<file path="config.mk">
export PLATFORM = sky130hd
export DESIGN_NAME = ito_trap_unit
export DESIGN_NICKNAME = d
export VERILOG_FILES = /design/src/rtl/ito_pkg.sv /design/src/rtl/ito_decode.sv /design/src/rtl/ito_backup.sv /design/src/rtl/ito_psw_reg.sv /design/src/rtl/ito_trap_unit.sv
export SDC_FILE = /design/constraint.sdc
export NUM_CORES = 1
export LEC_CHECK = 0
export BUFFER_PORTS_ARGS = -buffer_cell sky130_fd_sc_hd__clkbuf_2
export CAP_MARGIN = 20
export CELL_PAD_IN_SITES_DETAIL_PLACEMENT = 0
export CELL_PAD_IN_SITES_GLOBAL_PLACEMENT = 1
export CORE_AREA = 3 3 107 109
export CTS_CLUSTER_SIZE = 14
export DETAILED_ROUTE_END_ITERATION = 8
export DIE_AREA = 0 0 110 112
export PLACE_DENSITY = 0.89
export RECOVER_POWER = 25
export SLEW_MARGIN = 25
export SYNTH_ARGS = -nofsm -noshare
export SYNTH_HDL_FRONTEND = slang
export SYNTH_SLANG_ARGS = --single-unit
</file>
<file path="constraint.sdc">
create_clock -name clk -period 1.9 [get_ports clk]
set_input_delay 0.475 -clock clk [delete_from_list [all_inputs] [get_ports clk]]
set_output_delay 0.475 -clock clk [all_outputs]
set_load 0.03 [all_outputs]
</file>
<file path="src/rtl/ito_pkg.sv">
package ito_pkg;
    localparam int XLEN = 32;
    localparam logic [XLEN-1:0] HANDLER_VEC = 32'h0000_0060;

    // field positions of the reserved encoding
    localparam int OP_LO  = 5;
    localparam int OP_W   = 6;
    localparam int SUB_LO = 23;
    localparam int SUB_W  = 4;
    localparam int SEL_BIT = 16;
    localparam logic [SUB_W-1:0] SUB_MIN = 4'h7;

    localparam int FLAG_W = 8;

    typedef struct packed {
        logic [XLEN-FLAG_W-1:0] rsvd;
        logic np;
        logic ep;
        logic id;
        logic sat;
        logic cy;
        logic ov;
        logic s;
        logic z;
    } psw_t;

    localparam psw_t PSW_RESET = '{rsvd: '0, id: 1'b1, default: 1'b0};

    function automatic psw_t psw_clean(input logic [XLEN-1:0] raw);
        psw_t p;
        p = psw_t'(raw);
        p.rsvd = '0;
        return p;
    endfunction

    function automatic psw_t psw_enter_trap(input psw_t cur);
        psw_t p;
        p = cur;
        p.np = 1'b1;
        p.ep = 1'b1;
        p.id = 1'b1;
        return p;
    endfunction
endpackage

</file>
<file path="src/rtl/ito_decode.sv">
module ito_decode
    import ito_pkg::*;
(
    input  logic            exec_valid,
    input  logic [XLEN-1:0] instr,
    output logic            hit
);
    logic [OP_W-1:0]  op_f;
    logic [SUB_W-1:0] sub_f;
    logic             op_ok, sub_ok, sel_ok;

    always_comb begin
        op_f   = instr[OP_LO +: OP_W];
        sub_f  = instr[SUB_LO +: SUB_W];
        op_ok  = &op_f;
        sub_ok = (sub_f >= SUB_MIN);
        sel_ok = ~instr[SEL_BIT];
        hit    = exec_valid & op_ok & sub_ok & sel_ok;
    end

    always_comb begin
        AST_HIT_NEEDS_EXEC: assert (!hit || exec_valid);
    end
endmodule

</file>
<file path="src/rtl/ito_backup.sv">
module ito_backup
    import ito_pkg::*;
(
    input  logic            clk,
    input  logic            rst,
    input  logic            trap,
    input  logic [XLEN-1:0] ret_pc,
    input  psw_t            cur_psw,
    output logic [XLEN-1:0] dbpc,
    output psw_t            dbpsw
);
    always_ff @(posedge clk) begin
        if (rst) begin
            dbpc  <= '0;
            dbpsw <= '0;
        end else if (trap) begin
            dbpc  <= ret_pc;
            dbpsw <= cur_psw;
        end
    end

    AST_DBPC_SAVE: assert property (@(posedge clk) disable iff (rst)
        trap |=> dbpc == $past(ret_pc));
    AST_DBPSW_SAVE: assert property (@(posedge clk) disable iff (rst)
        trap |=> dbpsw == $past(cur_psw));
    AST_BACKUP_HOLD: assert property (@(posedge clk) disable iff (rst)
        !trap |=> $stable(dbpc) && $stable(dbpsw));
endmodule

</file>
<file path="src/rtl/ito_psw_reg.sv">
module ito_psw_reg
    import ito_pkg::*;
(
    input  logic            clk,
    input  logic            rst,
    input  logic            trap,
    input  logic            wr,
    input  logic [XLEN-1:0] wdata,
    output psw_t            q
);
    psw_t nxt;

    always_comb begin
        nxt = q;
        if (trap)
            nxt = psw_enter_trap(q);
        else if (wr)
            nxt = psw_clean(wdata);
    end

    always_ff @(posedge clk) begin
        if (rst) q <= PSW_RESET;
        else     q <= nxt;
    end

    AST_TRAP_FLAGS: assert property (@(posedge clk) disable iff (rst)
        trap |=> q.np && q.ep && q.id);
    AST_TRAP_KEEP_LOW: assert property (@(posedge clk) disable iff (rst)
        trap |=> q[4:0] == $past(q[4:0]));
    AST_PSW_HOLD: assert property (@(posedge clk) disable iff (rst)
        !trap && !wr |=> $stable(q));
    AST_PSW_RSVD_ZERO: assert property (@(posedge clk) disable iff (rst)
        q.rsvd == '0);
endmodule

</file>
<file path="src/rtl/ito_trap_unit.sv">
module ito_trap_unit
    import ito_pkg::*;
(
    input  logic            clk,
    input  logic            rst,
    input  logic            exec_valid,
    input  logic [31:0]     instr,
    input  logic [31:0]     ret_pc,
    input  logic            psw_wr,
    input  logic [31:0]     psw_wdata,
    output logic            redir_valid,
    output logic [31:0]     redir_pc,
    output logic [31:0]     psw,
    output logic [31:0]     dbpc,
    output logic [31:0]     dbpsw
);
    logic trap;
    psw_t psw_q;
    psw_t dbpsw_q;

    ito_decode u_dec (
        .exec_valid (exec_valid),
        .instr      (instr),
        .hit        (trap)
    );

    ito_psw_reg u_psw (
        .clk   (clk),
        .rst   (rst),
        .trap  (trap),
        .wr    (psw_wr),
        .wdata (psw_wdata),
        .q     (psw_q)
    );

    ito_backup u_bak (
        .clk     (clk),
        .rst     (rst),
        .trap    (trap),
        .ret_pc  (ret_pc),
        .cur_psw (psw_q),
        .dbpc    (dbpc),
        .dbpsw   (dbpsw_q)
    );

    assign redir_valid = trap;
    assign redir_pc    = trap ? HANDLER_VEC : '0;
    assign psw         = psw_q;
    assign dbpsw       = dbpsw_q;

    AST_EP_AFTER_REDIR: assert property (@(posedge clk) disable iff (rst)
        redir_valid |=> psw[6]);
    AST_REDIR_EXEC: assert property (@(posedge clk) disable iff (rst)
        redir_valid |-> exec_valid);
endmodule

</file>
==> flow_summary.json <==
{
  "grt_pass1_vias": 2162,
  "min_delay_worst_endpoint": "u_bak.dbpc[29]",
  "initialDrtViolationCount": 131,
  "seq_area_frac_synth_pct": 35.1,
  "drcViolationCount": 0,
  "hold_path_class": "primary input to flip-flop",
  "worst_slew_pin_slew_ns": 1.16,
  "ir_drop_v": 0.000349,
  "rr_worst_depth": 3,
  "synth_edf_count": 0,
  "synthArstFlopShare_pct": 0,
  "cp.depth": 5,
  "critical_path.startpoint": "instr[16]",
  "antenna_found_initial": 0,
  "cp_data_arrival_time_ns": 1.29,
  "endpoint_kind": "output port",
  "globalRouteTotalUtil_pct": 12.0,
  "clock_latency_ns": 0.30,
  "clk_pin_slew_worst_paths_ns": 0.09,
  "power_density_nw_per_um2": 696,
  "leakage_nw": 1.36,
  "grt_overflow": 0,
  "status": "finished clean",
  "drtAntennaViolNets": 0,
  "crit_path_start_kind": "primary input",
  "dieArea_um2": 12300,
  "layout_setup_ws_ns": 0.134,
  "cts_setup_buffers": 0,
  "hold_viol": 0,
  "dr_total_vias": 2435,
  "ios": 229,
  "port_buffers": 105,
  "layout_min_cycle_time_ns": 1.77,
  "synth_cell_types": 24,
  "synth-simple-area-share_pct": 14.0,
  "cts_tree": "yes",
  "syn_area_um2": 2740,
  "critPathTopFamily": "simple AND/OR/NAND/NOR gates",
  "reg2reg_from": "u_psw.q[5]",
  "cts_made_buffers": 5,
  "cpPeakStageDelay_ns": 0.30,
  "worstHoldStart": "ret_pc[29]",
  "synth_top_area_share_pct": 35.1,
  "postSynthCellCount": 311,
  "r2r-end": "u_psw.q[5]",
  "yosysMostFrequentCell": "buf_4",
  "slew_headroom_pct": 22.5,
  "synth_area_leaders": "dfxtp_1 35%, buf_4 22%, o31ai_1 11%",
  "place_ws_ns": 0.0381,
  "finalMaxSlewViolations": 0,
  "crit_top_cell": "clkbuf_2",
  "yosys.area_share.adder_pct": 0,
  "rsz0062_at_grt": "false",
  "yosysTopAreaCell": "dfxtp_1",
  "path_cells": "clkbuf_2 > and4b_2 > nand3_2 > inv_2 > clkbuf_2",
  "yosys-mux-area-fraction_pct": 2.56,
  "synth_compound_area_share_pct": 20.5,
  "max-cap-violations": 0,
  "cts_sinks": 48,
  "fin_skew_ns": 0.00335,
  "synth_top_family_by_area": "buffers and inverters",
  "r2r_slack_ns": 1.10,
  "rows": 38,
  "ys_warn_count": 0,
  "syn2layout_area_growth_pct": 16.8,
  "holdPathStages": 3,
  "synth-main-ff-cell": "dfxtp_1",
  "finalCritPeriodShare_pct": 92.9,
  "routed_via_density": 4.47,
  "globalplace.congestion": 0.758,
  "max_freq_mhz": 566,
  "synth_top_cells_by_count": "80 x buf_4, 48 x dfxtp_1, 42 x a21oi_1, 40 x nand4_1, 40 x o31ai_1",
  "hold_slack_ns": 0.402,
  "synth_seq_cells": 48,
  "finalSetupViolations": 0,
  "grt_max_degree": 41,
  "start_util_pct": 25.6,
  "drive_gt1_share_pct": 29.1,
  "fin_setup_tns_ns": 0,
  "dieHeight_um": 112,
  "synth_xor_area_share_pct": 0,
  "dieWidth_um": 110,
  "n_antenna_cell": 0,
  "wire_per_inst_um": 14.5,
  "clockBufferDepth": 2,
  "crit_buf_inv": 3,
  "coreArea_um2": 10700,
  "post_dp_cell_area_um2": 3110,
  "firstDrtPassIters": 4,
  "final_area_um2": 3200,
  "total_power_mw": 2.23,
  "routed_wl_mm": 7.92,
  "htreeDepth": 2,
  "ctsRootBufferMaster": "clkbuf_8",
  "crit_path_max_fanout": 3,
  "grt_pass1_wl_mm": 11.5,
  "nets": 504,
  "worst-setup-path-type": "primary input to output port",
  "critical_path.slowest_cell": "and4b_2",
  "worst_ep_required_time_ns": 1.42,
  "syn_avg_cell_area_um2": 8.81,
  "fillers": 1209,
  "hpwl_mm": 5.62
}
[layout by cell type (no fill, tap or decap), drive strengths merged]
cell type / count
and4b: 1
nor2b: 1
a31o: 1
clkinvlp: 1
mux2i: 7
nand4b: 1
inv: 1
clkbuf: 110
nand2: 1
dfxtp: 48
clkinv: 1
o31ai: 41
a211oi: 1
bufinv: 1
nand4: 41
buf: 15
conb: 78
and4: 1
nand2b: 10
a21oi: 42
a31oi: 1
nand3: 1
[report_power, final]
| group | internal, mW | switching (mW) | total [mW] |
|---|---|---|---|
| registers | 1.02 | 0.00928 | 1.03 |
| logic | 0.0879 | 0.359 | 0.447 |
| clock network | 0.390 | 0.366 | 0.756 |
| total | 1.50 | 0.734 | 2.23 |
[through the flow]
step,utilization [%],std cells
floorplan,-,388
global placement,29.1,537
detailed placement,29.1,537
CTS,30.1,545
global route,29.9,545
finish,29.9,545
[tightest hold or removal path, stage by stage]
cell and delay (ns):
clkbuf_2 0.08, nand4_1 0.05, a21oi_1 0.05
[cell type report]
type / instances / area, um2 / share of cell area [%]
tap: 140 / 175 / 5.47
multi-input combinational: 228 / 1320 / 41.3
timing repair buffer: 120 / 627 / 19.6
clock buffer: 5 / 68.8 / 2.15
sequential: 48 / 961 / 30.0
inverter: 1 / 3.75 / 0.117
clock inverter: 3 / 42.5 / 1.33
[how the worst max path moves through the flow]
stage | endpoint | slack, ns
after floorplan | redir_pc[5] | 0.06
after global placement | redir_valid | 0.07
after detailed placement | redir_pc[5] | 0.04
after CTS | redir_pc[5] | 0.04
after global routing | redir_pc[5] | 0.07
final | redir_valid | 0.13
[cells by family after synthesis]
family / count (synthesis)
flops: 48
compound gates: 86
buf+inv: 112
other cells: 1
simple gates: 57
mux: 7
[per-layer routing]
layer	vias up	global-route usage, %	share of wire (%)
met1	1166	13.8	39
met3	10	2.67	7.2
met5	-	0	0
met2	96	21.6	52
li1	1163	-	-
met4	0	3.91	1.7
[timing repair]
item,in CTS,in global routing
resized for setup,0,1
endpoints found under the setup margin,0,3
hold buffers,0,0
[sequential cells by signal, indices dropped and copies added, names as in the netlist]
register / count
u_psw.q: 8
u_bak.dbpsw: 8
u_bak.dbpc: 32
Note: power is estimated with default switching activity, not from simulation.
